[src/rtl/sfa_pkg.sv]
package sfa_pkg;
    typedef enum logic [1:0] {
        CH_IDLE  = 2'd0,
        CH_DELAY = 2'd1,
        CH_PULSE = 2'd2
    } ch_state_e;
endpackage

[src/rtl/sfa_sync_edge.sv]
module sfa_sync_edge (
    input  logic clk,
    input  logic rst_n,
    input  logic async_in,
    output logic rise
);
    logic meta_q, sync_q, last_q;

    always_ff @(posedge clk or negedge rst_n) begin
        if (!rst_n) begin
            meta_q <= 1'b0;
            sync_q <= 1'b0;
            last_q <= 1'b0;
        end else begin
            meta_q <= async_in;
            sync_q <= meta_q;
            last_q <= sync_q;
        end
    end

    always_comb rise = sync_q & ~last_q;


    single_cycle_edge_chk: assert property (@(posedge clk) disable iff (!rst_n)
        rise |=> !rise);
endmodule

[src/rtl/sfa_cfg_bank.sv]
module sfa_cfg_bank #(
    parameter int NCH = 4,
    parameter int CW  = 16
) (
    input  logic                     clk,
    input  logic                     rst_n,
    input  logic                     wr_en,
    input  logic [$clog2(NCH)+1:0]   wr_addr,
    input  logic [CW-1:0]            wr_data,
    output logic [NCH-1:0][CW-1:0]   stage_delay,
    output logic [NCH-1:0][CW-1:0]   stage_width,
    output logic [NCH-1:0]           flag_clr
);
    localparam int CHB = $clog2(NCH);
    localparam int AW  = CHB + 2;
    localparam logic [AW-1:0] CLR_ADDR = AW'(1) << (AW - 1);

    for (genvar c = 0; c < NCH; c++) begin : g_reg
        localparam logic [AW-1:0] D_ADDR = {1'b0, CHB'(c), 1'b0};
        localparam logic [AW-1:0] W_ADDR = {1'b0, CHB'(c), 1'b1};

        always_ff @(posedge clk or negedge rst_n) begin
            if (!rst_n) begin
                stage_delay[c] <= '0;
                stage_width[c] <= '0;
            end else if (wr_en) begin
                if (wr_addr == D_ADDR) stage_delay[c] <= wr_data;
                if (wr_addr == W_ADDR) stage_width[c] <= wr_data;
            end
        end

        always_comb flag_clr[c] = wr_en && (wr_addr == CLR_ADDR) && wr_data[c];
    end
endmodule

[src/rtl/sfa_chan_timer.sv]
module sfa_chan_timer
    import sfa_pkg::*;
#(
    parameter int CW = 16
) (
    input  logic          clk,
    input  logic          rst_n,
    input  logic          start,
    input  logic [CW-1:0] stage_delay,
    input  logic [CW-1:0] stage_width,
    input  logic          flag_clr,
    output logic          trig,
    output logic          ovl
);
    ch_state_e     state, state_n;
    logic [CW-1:0] cnt, cnt_n;
    logic [CW-1:0] act_w, act_w_n;
    logic          ovl_set;

    always_comb begin
        state_n = state;
        cnt_n   = cnt;
        act_w_n = act_w;
        ovl_set = 1'b0;
        unique case (state)
            CH_IDLE: begin
                if (start && stage_width != '0) begin
                    act_w_n = stage_width;
                    if (stage_delay == '0) begin
                        state_n = CH_PULSE;
                        cnt_n   = stage_width - CW'(1);
                    end else begin
                        state_n = CH_DELAY;
                        cnt_n   = stage_delay - CW'(1);
                    end
                end
            end
            CH_DELAY: begin
                ovl_set = start;
                if (cnt == '0) begin
                    state_n = CH_PULSE;
                    cnt_n   = act_w - CW'(1);
                end else begin
                    cnt_n = cnt - CW'(1);
                end
            end
            CH_PULSE: begin
                ovl_set = start;
                if (cnt == '0) state_n = CH_IDLE;
                else           cnt_n   = cnt - CW'(1);
            end
            default: state_n = CH_IDLE;
        endcase
    end

    always_ff @(posedge clk or negedge rst_n) begin
        if (!rst_n) begin
            state <= CH_IDLE;
            cnt   <= '0;
            act_w <= '0;
            ovl   <= 1'b0;
        end else begin
            state <= state_n;
            cnt   <= cnt_n;
            act_w <= act_w_n;
            if (ovl_set)       ovl <= 1'b1;
            else if (flag_clr) ovl <= 1'b0;
        end
    end

    always_comb trig = (state == CH_PULSE);


    busy_edge_flag_chk: assert property (@(posedge clk) disable iff (!rst_n)
        (start && state != CH_IDLE) |=> ovl);

    zero_width_idle_chk: assert property (@(posedge clk) disable iff (!rst_n)
        (start && state == CH_IDLE && stage_width == '0) |=> !trig);

    zero_delay_fire_chk: assert property (@(posedge clk) disable iff (!rst_n)
        (start && state == CH_IDLE && stage_width != '0 && stage_delay == '0) |=> trig);

    width_hold_chk: assert property (@(posedge clk) disable iff (!rst_n)
        (state != CH_IDLE) |=> (state == CH_IDLE || $stable(act_w)));

    pulse_end_chk: assert property (@(posedge clk) disable iff (!rst_n)
        (trig && cnt == '0) |=> !trig);

    flag_clear_chk: assert property (@(posedge clk) disable iff (!rst_n)
        (flag_clr && !(start && state != CH_IDLE)) |=> !ovl);
endmodule

[src/rtl/sync_fanout_aligner.sv]
module sync_fanout_aligner #(
    parameter int NCH = 4,
    parameter int CW  = 16
) (
    input  logic                   clk,
    input  logic                   rst_n,
    input  logic                   sync_in,
    input  logic                   wr_en,
    input  logic [$clog2(NCH)+1:0] wr_addr,
    input  logic [CW-1:0]          wr_data,
    output logic [NCH-1:0]         trig_out,
    output logic [NCH-1:0]         overlap
);
    logic                   sync_rise;
    logic [NCH-1:0][CW-1:0] stage_delay;
    logic [NCH-1:0][CW-1:0] stage_width;
    logic [NCH-1:0]         flag_clr;

    sfa_sync_edge u_sync (
        .clk      (clk),
        .rst_n    (rst_n),
        .async_in (sync_in),
        .rise     (sync_rise)
    );

    sfa_cfg_bank #(.NCH(NCH), .CW(CW)) u_cfg (
        .clk         (clk),
        .rst_n       (rst_n),
        .wr_en       (wr_en),
        .wr_addr     (wr_addr),
        .wr_data     (wr_data),
        .stage_delay (stage_delay),
        .stage_width (stage_width),
        .flag_clr    (flag_clr)
    );

    for (genvar c = 0; c < NCH; c++) begin : g_ch
        sfa_chan_timer #(.CW(CW)) u_tmr (
            .clk         (clk),
            .rst_n       (rst_n),
            .start       (sync_rise),
            .stage_delay (stage_delay[c]),
            .stage_width (stage_width[c]),
            .flag_clr    (flag_clr[c]),
            .trig        (trig_out[c]),
            .ovl         (overlap[c])
        );
    end


    reset_quiet_chk: assert property (@(posedge clk) disable iff (!rst_n)
        $rose(rst_n) |-> (trig_out == '0));
endmodule

[config.mk]
export PLATFORM = sky130hd
export DESIGN_NAME = sync_fanout_aligner
export DESIGN_NICKNAME = d
export VERILOG_FILES = /design/src/rtl/sfa_pkg.sv /design/src/rtl/sfa_sync_edge.sv /design/src/rtl/sfa_cfg_bank.sv /design/src/rtl/sfa_chan_timer.sv /design/src/rtl/sync_fanout_aligner.sv
export SDC_FILE = /design/constraint.sdc
export NUM_CORES = 1
export LEC_CHECK = 0
export CELL_PAD_IN_SITES_DETAIL_PLACEMENT = 1
export CELL_PAD_IN_SITES_GLOBAL_PLACEMENT = 2
export CORE_ASPECT_RATIO = 1.25
export CORE_MARGIN = 10
export CORE_UTILIZATION = 40
export CTS_BUF_LIST = sky130_fd_sc_hd__clkbuf_2
export DETAILED_ROUTE_END_ITERATION = 8
export PLACE_DENSITY = 0.84
export SETUP_SLACK_MARGIN = 0.4
export SYNTH_ARGS = -nofsm -noshare
export SYNTH_HDL_FRONTEND = slang
export SYNTH_SLANG_ARGS = --single-unit
[constraint.sdc]
create_clock -name clk -period 9.45 [get_ports clk]
set_input_delay 2.3625 -clock clk [delete_from_list [all_inputs] [get_ports clk]]
set_output_delay 2.3625 -clock clk [all_outputs]
set_load 0.03 [all_outputs]
==> results.txt, run 1 <==
----------------------------------------------------
[Die]
  Die span in y ... roughly 250 µm
  Initial Utilization ... between 40% and 50%
  Horizontal die dimension ... a little over 200 µm
  Number of placement rows ... 83
  Standard cell core area ... about 0.04 mm²
  Total die area ... 0.0497 mm²
  Number of primary I/O pins ... 32

[Layout]
  Filler cell count ... 4723
  Leading cell type in the layout, fill and taps excluded ... dfrtp_1
  Number of nets in the layout ... 1774
  Proportion of layout cells with a drive suffix above 1 ... between 20% and 30%
  Post-synthesis to final-layout area growth ... 8.81%
  Commonest cells after routing, fill and taps aside ... 271 x dfrtp_1, 192 x mux2_2, 131 x nor2_1

[Clocking]
  Count of hold buffers inserted by post-cts repair ... 0
  Setup fix buffers added after clock tree synthesis ... 0
  Number of levels the H-tree was split into ... 3
  Clock-pin slew of the registers on the worst-case setup and hold paths ... 0.09 ns
  Clock Latency Late Sink ... 0.96 ns
  Root buf cell ... clkbuf_2
  Post-CTS resize count ... 0
  Number of CTS-inserted buffers ... 73
  Clock tree from TritonCTS ... done
  Worst-case clock buffer depth ... 3
  TritonCTS Sinks ... 271

[Yosys]
  Largest cells by area after synthesis ... dfrtp_1 41%, mux2_2 13%, xnor2_1 3.6%
  Avg Inst Size Synth ... 9.84 µm²
  Post-synthesis sequential element count ... between 200 and 300
  Warning count from the yosys run ... 0
  Unique cell type count in the Yosys netlist ... 86
  Fraction of synthesized cell area taken by the top area cell type ... 41.2%
  Net count of the mapped netlist ... 1725
  Synthesized netlist cell count ... 1671
  Top flip-flop cell by instance count after synthesis ... dfrtp_1
  Area leader, netlist ... dfrtp_1
  Mapped Area ... 0.0164 mm²
  Fraction of registers with async set or reset after synthesis ... 100%
  Sequential area share after synthesis ... 41.2%
  EDFF count, synth ... 0

[STA]
  Final setup violation count ... 0
  Final-report max-slew violation count ... 0
  RSZ-0062 raised after global routing ... false
  Final worst-path setup slack ... 4.06 ns
  Count of final hold-check violations ... 0
  Accumulated negative setup slack ... 0 ns
  Transition at the pin with the smallest max-transition slack ... 1.23 ns
  Remaining max-slew budget at the tightest pin ... 18.0%
  Maximum clock rate ... 186 MHz
  Worst Skew ... about 0.081 ns
  Tcrit/Tclk final ... 57.0%
  Min Clock Period, post-route ... 5.39 ns

[Critical path]
  Category of the critical setup timing path ... flip-flop to primary output
  CP max FO ... 19
  Critical path startpoint category ... flip-flop
  Worst setup EP type ... primary output
  Critical Path RT ... 7.09 ns
  Data arrival time at the worst-slack endpoint ... 3.03 ns

[GRT]
  Number of antenna violations at the first check in global routing ... 2
  Maximum number of pins on one net before global-route repair ... 76
  Overall fraction of global-route tracks in use ... 20.1%
  Leftover overflow at the end of global routing ... 0
  Wire length of the first global-routing pass ... a little over 80000 µm
  Number of global-route vias before repair ... around 15000

[Route]
  Number of DRC violations after detailed routing ... 0
  First drt pass iteration count ... 5
  Total number of vias ... around 14000
  WL final ... between 40000 and 50000 µm
  Drt initial violations ... 914
  Average detailed-routed wire length per instance ... 21.4 µm
  Antenna-violating nets left ... 0
  Per-cell via count in the routed design ... 5.88

[Power and ir drop]
  Worst supply voltage drop on vdd ... 0.000132 V
  Leakage component of the power ... 0.00716 µW
  Power per Cell Area ... between 300 and 400 mW/mm²

[Place]
  Dpl hpwl ... 35500 µm
  Weighted congestion reported at the end of routability-driven placement ... between 0.8 and 0.9
  Port Buf Inserts ... 31
  Worst setup timing slack at the placement stage ... around 4.7 ns

[Run]
  Number of maximum-capacitance violations ... 0

[Run status]
  Status ... finished, final reports clean

[Min path]
  Path category of the worst min-delay check ... flip-flop to flip-flop

----------------------------------------------------
-- cells by family (layout without fill, tap and decap cells) --
group / Yosys count / after routing / synth area share [%]
flip-flops: 271 / 271 / 41.2
adder cells (fa/ha/maj): 30 / 30 / 2.28
buffers and inverters: 116 / 216 / 3.21
other: 0 / 1 / 0
AO/OA/AOI/OAI: 404 / 404 / 16.5
multiplexers: 200 / 200 / 13.6
AND/OR/NAND/NOR: 533 / 533 / 16.9
XOR/XNOR: 117 / 117 / 6.23
-- worst max-delay path: stages, from the launching register on --
cell             delay [ns]
dfrtp_1                0.41
inv_1                  0.12
ha_1                   0.73
clkdlybuf4s50_1        0.83
-- cell usage after synthesis, drive strengths merged, types with 27 or more instances --
| cell | count |
|---|---|
| dfrtp | 271 |
| mux2 | 192 |
| nor2 | 131 |
| nand2 | 128 |
| o21ai | 95 |
| a21oi | 92 |
| nor3 | 75 |
| xnor2 | 68 |
| xor2 | 49 |
| inv | 45 |
| clkbuf | 40 |
| buf | 31 |
| or3 | 31 |
| ha | 30 |
| nor4 | 28 |
| o22ai | 27 |
-- flip-flops by register name, summed over array words and instances (netlist names) --
signal             count
g_ch.u_tmr.state       8
g_ch.u_tmr.cnt        64
u_cfg.stage_delay     64
g_ch.u_tmr.act_w      64
u_sync.last_q          1
u_sync.sync_q          1
u_sync.meta_q          1
u_cfg.stage_width     64
g_ch.u_tmr.ovl         4
-- stage by stage --
step	total power [µW]	area [µm²]	instances	util, %	hold slack (ns)
CTS	5500	17900	2323	43.7	0.373
global placement	4470	17200	2197	42.1	0.338
floorplan	3820	16400	1671	-	0.331
detailed placement	4580	17200	2197	42.1	0.338
finish	5450	17900	2324	43.7	0.366
global route	5910	17900	2324	43.7	0.401
-- power breakdown --
group	internal, µW	leakage (µW)	switching (µW)
sequential	1570	0.00333	533
combinational	1050	0.00332	1400
clock	369	0.000507	527
total	2990	0.00716	2460
-- routing by layer --
layer	up-vias	track usage, %	wire length, µm
li1	6343	-	-
met1	6987	25.2	22100
met2	235	34.6	24600
met3	94	2.53	1570
met4	0	8.15	1500
met5	-	0	0
-- final cells by class --
cell class              count  area (µm²)  area share (%)
multi-input cells        1284        9150            51.1
flip-flops and latches    271        6780            37.9
well taps                 552         691            3.86
clock buffers             101         505            2.82
repair buffers             45         420            2.35
clock inverters            25         174           0.972
inverters                  45         169           0.944
diodes                      1        2.50          0.0140
-- final timing paths --
path,cells past startpoint,endpoint,slack [ns],from
worst max register to register,10,g_ch[1].u_tmr.cnt[10]$_DFFE_PN0P_,5.35,u_cfg.stage_delay[27]$_DFFE_PN0P_
worst min register to register,0,u_sync.sync_q$_DFF_PN0_,0.37,u_sync.meta_q$_DFF_PN0_
max in group asynchronous,2,g_ch[0].u_tmr.act_w[12]$_DFFE_PN0P_,6.58,rst_n
min in group asynchronous,1,g_ch[2].u_tmr.cnt[8]$_DFFE_PN0P_,1.35,rst_n
worst min-delay path,0,u_sync.sync_q$_DFF_PN0_,0.37,u_sync.meta_q$_DFF_PN0_
worst max-delay path,3,trig_out[3],4.06,g_ch[3].u_tmr.state[0]$_DFFE_PN0P_
Power figures use the tool's default switching activity.
==> run 2: changes to the inputs <==
==> constraint.sdc (replaced) <==
create_clock -name clk -period 5.1 [get_ports clk]
set_input_delay 1.275 -clock clk [delete_from_list [all_inputs] [get_ports clk]]
set_output_delay 1.275 -clock clk [all_outputs]
set_load 0.03 [all_outputs]
==> results.txt, run 2 (synthesized netlist as in run 1, its figures left out) <==
----------------------------------------------------
[Layout]
  Number of nets in the layout ... 1786 (+0.68%)
  Leading cell type in the layout, fill and taps excluded ... dfrtp_1
  Register area ... 0.00678 mm² (unchanged)
  Post-synthesis to final-layout area growth ... 9.17%
  Filler cell count ... 4741 (+0.38%)
  Post-layout instance count excluding filler cells ... 2339 (+0.65%)
  Footprint of the multi-input gates ... 0.00915 mm² (unchanged)
  Commonest cells after routing, fill and taps aside ... 271 x dfrtp_1, 192 x mux2_2, 131 x nor2_1
  Proportion of layout cells with a drive suffix above 1 ... 21.1% (+0.74 points)
  Final Cell Area ... 0.0180 mm² (+0.33%)

[STA]
  RSZ-0062 raised after global routing ... false
  Min Clock Period, post-route ... just under 4 ns
  Final setup violation count ... 0 (unchanged)
  Transition at the pin with the smallest max-transition slack ... 1.18 ns (-0.0479 ns)
  Tcrit/Tclk final ... 76.8%
  Remaining max-slew budget at the tightest pin ... 20.8% (+2.8 points)
  Final worst-path setup slack ... 1.18 ns (-2.88 ns)
  Hold slack final ... 0.270 ns (-0.0963 ns)
  Accumulated negative setup slack ... 0 ns (unchanged)
  Worst Skew ... 0.0515 ns (-0.0295 ns)
  Maximum clock rate ... 255 MHz
  Final-report max-slew violation count ... 0 (unchanged)
  Count of final hold-check violations ... 0 (unchanged)

[Critical path]
  Worst setup EP type ... flip-flop
  Critical Path RT ... 5.92 ns (-1.17 ns)
  Data arrival time at the worst-slack endpoint ... 4.74 ns (+1.71 ns)
  Stage delay of the slowest cell on the critical path ... 0.50 ns (-0.33 ns)
  Critical path startpoint category ... flip-flop
  CP max FO ... 22 (+3)
  Crit path top cell by count ... a311oi_1
  Category of the critical setup timing path ... flip-flop to flip-flop
  Slowest CP cell ... a311oi_1
  Worst Reg-to-Reg Cells ... 11 (+1)
  Critical path cell sequence ... nor3_1 > and4b_1 > and2_1 > a21oi_1 > ha_1 > nand4b_1 > a311oi_1 > o2111ai_1 > or4_1 > a311oi_1 > a311oi_1

[Route]
  Average detailed-routed wire length per instance ... 21.5 µm (+0.42%)
  WL final ... 50300 µm (+1.1%)
  Number of DRC violations after detailed routing ... 0 (unchanged)
  First drt pass iteration count ... 5 (unchanged)
  Per-cell via count in the routed design ... 5.86 (-0.31%)
  Drt initial violations ... 640 (-30%)
  Total number of vias ... 13700 (+0.34%)
  Antenna-violating nets left ... 0 (unchanged)

[Place]
  Dpl hpwl ... 36400 µm (+2.6%)
  Worst setup timing slack at the placement stage ... 1.25 ns (-3.49 ns)
  Placement-stage cell area ... 0.0173 mm² (+0.47%)
  # placed instances ... 2206 (+0.41%)
  Weighted congestion reported at the end of routability-driven placement ... 0.824 (-1.3%)
  Port Buf Inserts ... 31 (unchanged)

[Clocking]
  Count of hold buffers inserted by post-cts repair ... 0 (unchanged)
  Number of levels the H-tree was split into ... 3 (unchanged)
  Setup fix buffers added after clock tree synthesis ... 0 (unchanged)
  Worst-case clock buffer depth ... 3 (unchanged)
  TritonCTS Sinks ... 271 (unchanged)
  Clock tree from TritonCTS ... done
  Clock-pin slew of the registers on the worst-case setup and hold paths ... 0.11 ns (+0.02 ns)
  Post-CTS resize count ... 0 (unchanged)
  Number of CTS-inserted buffers ... 76 (+4.1%)
  Clock Latency Late Sink ... 0.99 ns (+0.03 ns)
  Root buf cell ... clkbuf_2

[GRT]
  Leftover overflow at the end of global routing ... 0 (unchanged)
  Number of antenna violations at the first check in global routing ... 1 (-1)
  Wire length of the first global-routing pass ... 80600 µm (-1.2%)
  Overall fraction of global-route tracks in use ... 20.0% (-0.12 points)
  Number of global-route vias before repair ... 14500 (-0.29%)
  Maximum number of pins on one net before global-route repair ... 94 (+24%)

[Die]
  Standard cell core area ... 0.0409 mm² (unchanged)
  Number of primary I/O pins ... 32 (unchanged)
  Die span in y ... 247 µm (unchanged)
  Total die area ... 0.0497 mm² (unchanged)
  Number of placement rows ... 83 (unchanged)
  Initial Utilization ... 40.2% (unchanged)
  Horizontal die dimension ... 201 µm (unchanged)

[Power and ir drop]
  Power per Cell Area ... 561 mW/mm² (+84%)
  Worst supply voltage drop on vdd ... 0.000169 V (+28%)
  Leakage component of the power ... 0.00722 µW (+0.79%)

[Run]
  Number of maximum-capacitance violations ... 0 (unchanged)

[Run status]
  Status ... finished, final reports clean

[Min path]
  Path category of the worst min-delay check ... primary input to asynchronous set/reset pin

----------------------------------------------------
## run 2: area by class of cell
| cell class | count | share of cell area (%) |
|---|---|---|
| Antenna cell | 2 | 0.0279 |
| Inverter | 45 | 0.941 |
| Timing Repair Buffer | 54 | 2.79 |
| Clock inverter | 21 | 0.585 |
| Sequential cell | 271 | 37.8 |
| Clock buffer | 110 | 3.07 |
| Multi-Input combinational cell | 1284 | 51.0 |
| Tap cell | 552 | 3.85 |
## run 2: critical path, delay by kind of cell, from the launching register on
family / cells / cell delay [ns]
fa+ha+maj: 1 / 0.32
flops: 1 / 0.47
compound gates: 5 / 1.55
simple gates: 5 / 1.44
## run 2: stage by stage
stage	util, %	total power (µW)
6_report	43.9	10100
5_1_grt	43.9	10900
4_1_cts	43.9	10200
3_5_place_dp	42.3	8520
3_3_place_gp	42.3	8350
2_1_floorplan	-	7070
## run 2: power breakdown
group | switching [µW] | internal [µW]
combinational | 2620 | 1970
sequential | 983 | 2910
clock | 976 | 622
## run 2: worst paths after layout
path,startpoint,endpoint,slack (ns)
worst max-delay path,u_cfg.stage_delay[2]$_DFFE_PN0P_,g_ch[0].u_tmr.cnt[14]$_DFFE_PN0P_,1.18
worst min-delay path,rst_n,g_ch[2].u_tmr.act_w[2]$_DFFE_PN0P_,0.27
worst max register to register,u_cfg.stage_delay[2]$_DFFE_PN0P_,g_ch[0].u_tmr.cnt[14]$_DFFE_PN0P_,1.18
worst min register to register,u_sync.meta_q$_DFF_PN0_,u_sync.sync_q$_DFF_PN0_,0.36
max in group asynchronous,rst_n,u_cfg.stage_delay[11]$_DFFE_PN0P_,3.62
min in group clk,u_sync.meta_q$_DFF_PN0_,u_sync.sync_q$_DFF_PN0_,0.36
## run 2: routing by layer
layer	track usage (%)	vias up	wire [µm]
met5	0	-	0
met4	7.02	0	1140
met3	3.39	76	1890
met2	35.6	247	25400
met1	24.0	6999	21900
li1	-	6383	-
==> run 3: changes to the inputs <==
--- a/config.mk
+++ b/config.mk
@@ -9,10 +9,10 @@
 export CELL_PAD_IN_SITES_GLOBAL_PLACEMENT = 2
 export CORE_ASPECT_RATIO = 1.25
 export CORE_MARGIN = 10
-export CORE_UTILIZATION = 40
+export CORE_UTILIZATION = 39
 export CTS_BUF_LIST = sky130_fd_sc_hd__clkbuf_2
 export DETAILED_ROUTE_END_ITERATION = 8
-export PLACE_DENSITY = 0.84
+export PLACE_DENSITY = 0.85
 export SETUP_SLACK_MARGIN = 0.4
 export SYNTH_ARGS = -nofsm -noshare
 export SYNTH_HDL_FRONTEND = slang
==> constraint.sdc (replaced) <==
create_clock -name clk -period 3.4 [get_ports clk]
set_input_delay 0.85 -clock clk [delete_from_list [all_inputs] [get_ports clk]]
set_output_delay 0.85 -clock clk [all_outputs]
set_load 0.03 [all_outputs]
==> results.txt, run 3 (synthesized netlist as in run 1, its figures left out) <==
----------------------------------------------------
[Critical path]
  CP max FO ... 4 (-82%)
  Buffer and inverter count on the worst path ... 1 (+1)
  Worst Reg-to-Reg Cells ... 12 (+1)
  Slowest CP cell ... or4_4
  Worst R2R Setup Slack ... 0.44 ns (-0.74 ns)
  Critical Path RT ... 4.25 ns (-1.67 ns)
  Worst reg2reg endpoint ... g_ch[3].u_tmr.cnt[8]$_DFFE_PN0P_
  Worst flop-to-flop path startpoint ... u_cfg.stage_delay[48]$_DFFE_PN0P_
  Data arrival time at the worst-slack endpoint ... 3.81 ns (-0.93 ns)
  Worst setup EP type ... flip-flop
  Critical path startpoint category ... flip-flop
  Stage delay of the slowest cell on the critical path ... 0.60 ns (+0.10 ns)
  Category of the critical setup timing path ... flip-flop to flip-flop
  Cell type group with the largest total delay on the critical path ... simple AND/OR/NAND/NOR gates
  Critical path cell sequence ... or4_4 > nor4_4 > buf_4 > a21oi_4 > ha_2 > or3b_4 > or3_4 > nor2_2 > nand2_2 > mux2_4 > a31oi_4 > o221ai_2

[GRT]
  Overall fraction of global-route tracks in use ... 20.0% (-0.062 points)
  Number of antenna violations at the first check in global routing ... 3 (+2)
  Maximum number of pins on one net before global-route repair ... 83 (-12%)
  Wire length of the first global-routing pass ... 81700 µm (+1.5%)
  Leftover overflow at the end of global routing ... 0 (unchanged)
  Number of global-route vias before repair ... 14800 (+2.0%)

[Clocking]
  TritonCTS Sinks ... 271 (unchanged)
  Root buf cell ... clkbuf_2
  Number of CTS-inserted buffers ... 75 (-1.3%)
  Clock Latency Late Sink ... 1.00 ns (about the same)
  Clock-pin slew of the registers on the worst-case setup and hold paths ... 0.11 ns (about the same)
  Worst-case clock buffer depth ... 3 (unchanged)
  Clock tree from TritonCTS ... done
  Number of levels the H-tree was split into ... 3 (unchanged)

[Run status]
  Status ... finished, final reports clean

[STA]
  Maximum clock rate ... 338 MHz (+33%)
  Final setup violation count ... 0 (unchanged)
  Hold slack final ... 0.319 ns (+0.0489 ns)
  Count of final hold-check violations ... 0 (unchanged)
  Remaining max-slew budget at the tightest pin ... 30.9% (+10 points)
  Final-report max-slew violation count ... 0 (unchanged)
  Min Clock Period, post-route ... 2.96 ns (-0.964 ns)
  Transition at the pin with the smallest max-transition slack ... 1.03 ns (-0.151 ns)
  RSZ-0062 raised after global routing ... true
  Accumulated negative setup slack ... 0 ns (unchanged)
  Tcrit/Tclk final ... 86.9% (+10 points)
  Worst Skew ... 0.0717 ns (+0.0203 ns)

[Route]
  Total number of vias ... 14000 (+2.4%)
  Average detailed-routed wire length per instance ... 21.5 µm (about the same)
  WL final ... 51800 µm (+3.0%)
  Drt initial violations ... 762 (+19%)
  First drt pass iteration count ... 5 (unchanged)
  Number of DRC violations after detailed routing ... 0 (unchanged)
  Antenna-violating nets left ... 0 (unchanged)
  Per-cell via count in the routed design ... 5.82 (-0.69%)

[Run]
  Number of maximum-capacitance violations ... 0 (unchanged)

[Place]
  Weighted congestion reported at the end of routability-driven placement ... 0.880 (+6.8%)
  Port Buf Inserts ... 31 (unchanged)
  Dpl hpwl ... 36900 µm (+1.6%)
  Placement-stage cell area ... 0.0177 mm² (+2.1%)

[Layout]
  Footprint of the multi-input gates ... 0.00935 mm² (+2.2%)
  Commonest cells after routing, fill and taps aside ... 258 x dfrtp_1, 191 x mux2_2, 130 x nor2_1
  Proportion of layout cells with a drive suffix above 1 ... 26.3% (+5.2 points)
  Fraction of the core area covered by cells at the end of the flow ... 44.6% (+0.73 points)
  Post-synthesis to final-layout area growth ... 13.7%
  Register area ... 0.00680 mm² (+0.24%)
  Final Cell Area ... 0.0187 mm² (+4.2%)
  Leading cell type in the layout, fill and taps excluded ... dfrtp_1
  Filler cell count ... 4756 (+0.32%)
  Number of nets in the layout ... 1843 (+3.2%)

[Die]
  Horizontal die dimension ... 204 µm (+1.1%)
  Initial Utilization ... 39.2% (-0.98 points)
  Total die area ... 0.0508 mm² (+2.3%)
  Number of placement rows ... 84 (+1.2%)
  Standard cell core area ... 0.0419 mm² (+2.5%)
  Die span in y ... 250 µm (+1.2%)
  Number of primary I/O pins ... 32 (unchanged)

[Power and ir drop]
  Overall power consumption ... 15700 µW (+55%)
  Worst supply voltage drop on vdd ... 0.000249 V (+47%)
  Leakage component of the power ... 0.00757 µW (+4.9%)
  Power per Cell Area ... 837 mW/mm² (+49%)

[Min path]
  Path category of the worst min-delay check ... primary input to asynchronous set/reset pin

----------------------------------------------------
==> run 3: cell count changes in the layout (fill, tap and decap cells not counted), sizes merged, moves of 2 or more <==
cell,previous run,this run
clkdlybuf4s50,30,24
dlygate4sd2,0,2
clkbuf,110,99
buf,24,84
clkinv,16,33
==> run 3: worst max path at each step <==
stage                                       startpoint  slack, ns                                 to  cells past startpoint
global placement      u_cfg.stage_delay[4]$_DFFE_PN0P_       0.36  g_ch[0].u_tmr.cnt[14]$_DFFE_PN0P_                     11
floorplan            u_cfg.stage_delay[63]$_DFFE_PN0P_       0.34   g_ch[3].u_tmr.cnt[8]$_DFFE_PN0P_                     13
global route         u_cfg.stage_delay[48]$_DFFE_PN0P_       0.31   g_ch[3].u_tmr.cnt[8]$_DFFE_PN0P_                     12
CTS                 g_ch[2].u_tmr.state[0]$_DFFE_PN0P_       0.35                        trig_out[2]                      3
detailed placement    u_cfg.stage_delay[3]$_DFFE_PN0P_       0.24  g_ch[0].u_tmr.cnt[14]$_DFFE_PN0P_                     11
finish               u_cfg.stage_delay[48]$_DFFE_PN0P_       0.44   g_ch[3].u_tmr.cnt[8]$_DFFE_PN0P_                     12
==> run 3: area by class of cell <==
class,count,area share (%)
diodes,2,0.0268
flip-flops and latches,271,36.3
inverters,45,0.903
well taps,559,3.74
multi-input cells,1284,50.0
clock inverters,40,1.14
clock buffers,99,2.65
repair buffers,112,5.22
==> run 3: per-stage QoR <==
stage / setup slack (ns) / std cells
floorplan: 0.341 / 1671
global placement: 0.364 / 2248
detailed placement: 0.239 / 2248
CTS: 0.347 / 2399
global route: 0.308 / 2411
finish: 0.444 / 2412
==> run 3: repair_timing <==
action / in CTS / in global routing
resized for setup: 32 / 37
hold buffers: 1 / 0
pin swaps: 4 / 18
endpoints found under the hold margin: 41 / 0
setup endpoints to repair: 17 / 30
buffers inserted: 11 / 11
==> run 3: layer usage <==
metal,part of all wire (%),track usage [%]
met1,42,23.7
met2,51,34.2
met3,4.0,3.58
met4,3.3,9.09
met5,0.025,0
==> run 3: where the power goes <==
group | total, µW | internal, µW | switching (µW)
combinational | 7330 | 3220 | 4110
sequential | 5840 | 4370 | 1470
clock | 2490 | 969 | 1520
==> run 3: worst reg2reg max path: stages, from the launching register on <==
cell and delay [ns]:
dfrtp_1 0.43, or4_4 0.60, nor4_4 0.29, buf_4 0.18, a21oi_4 0.06, ha_2 0.19
or3b_4 0.24, or3_4 0.14, nor2_2 0.04, nand2_2 0.08, mux2_4 0.32, a31oi_4 0.15
o221ai_2 0.11
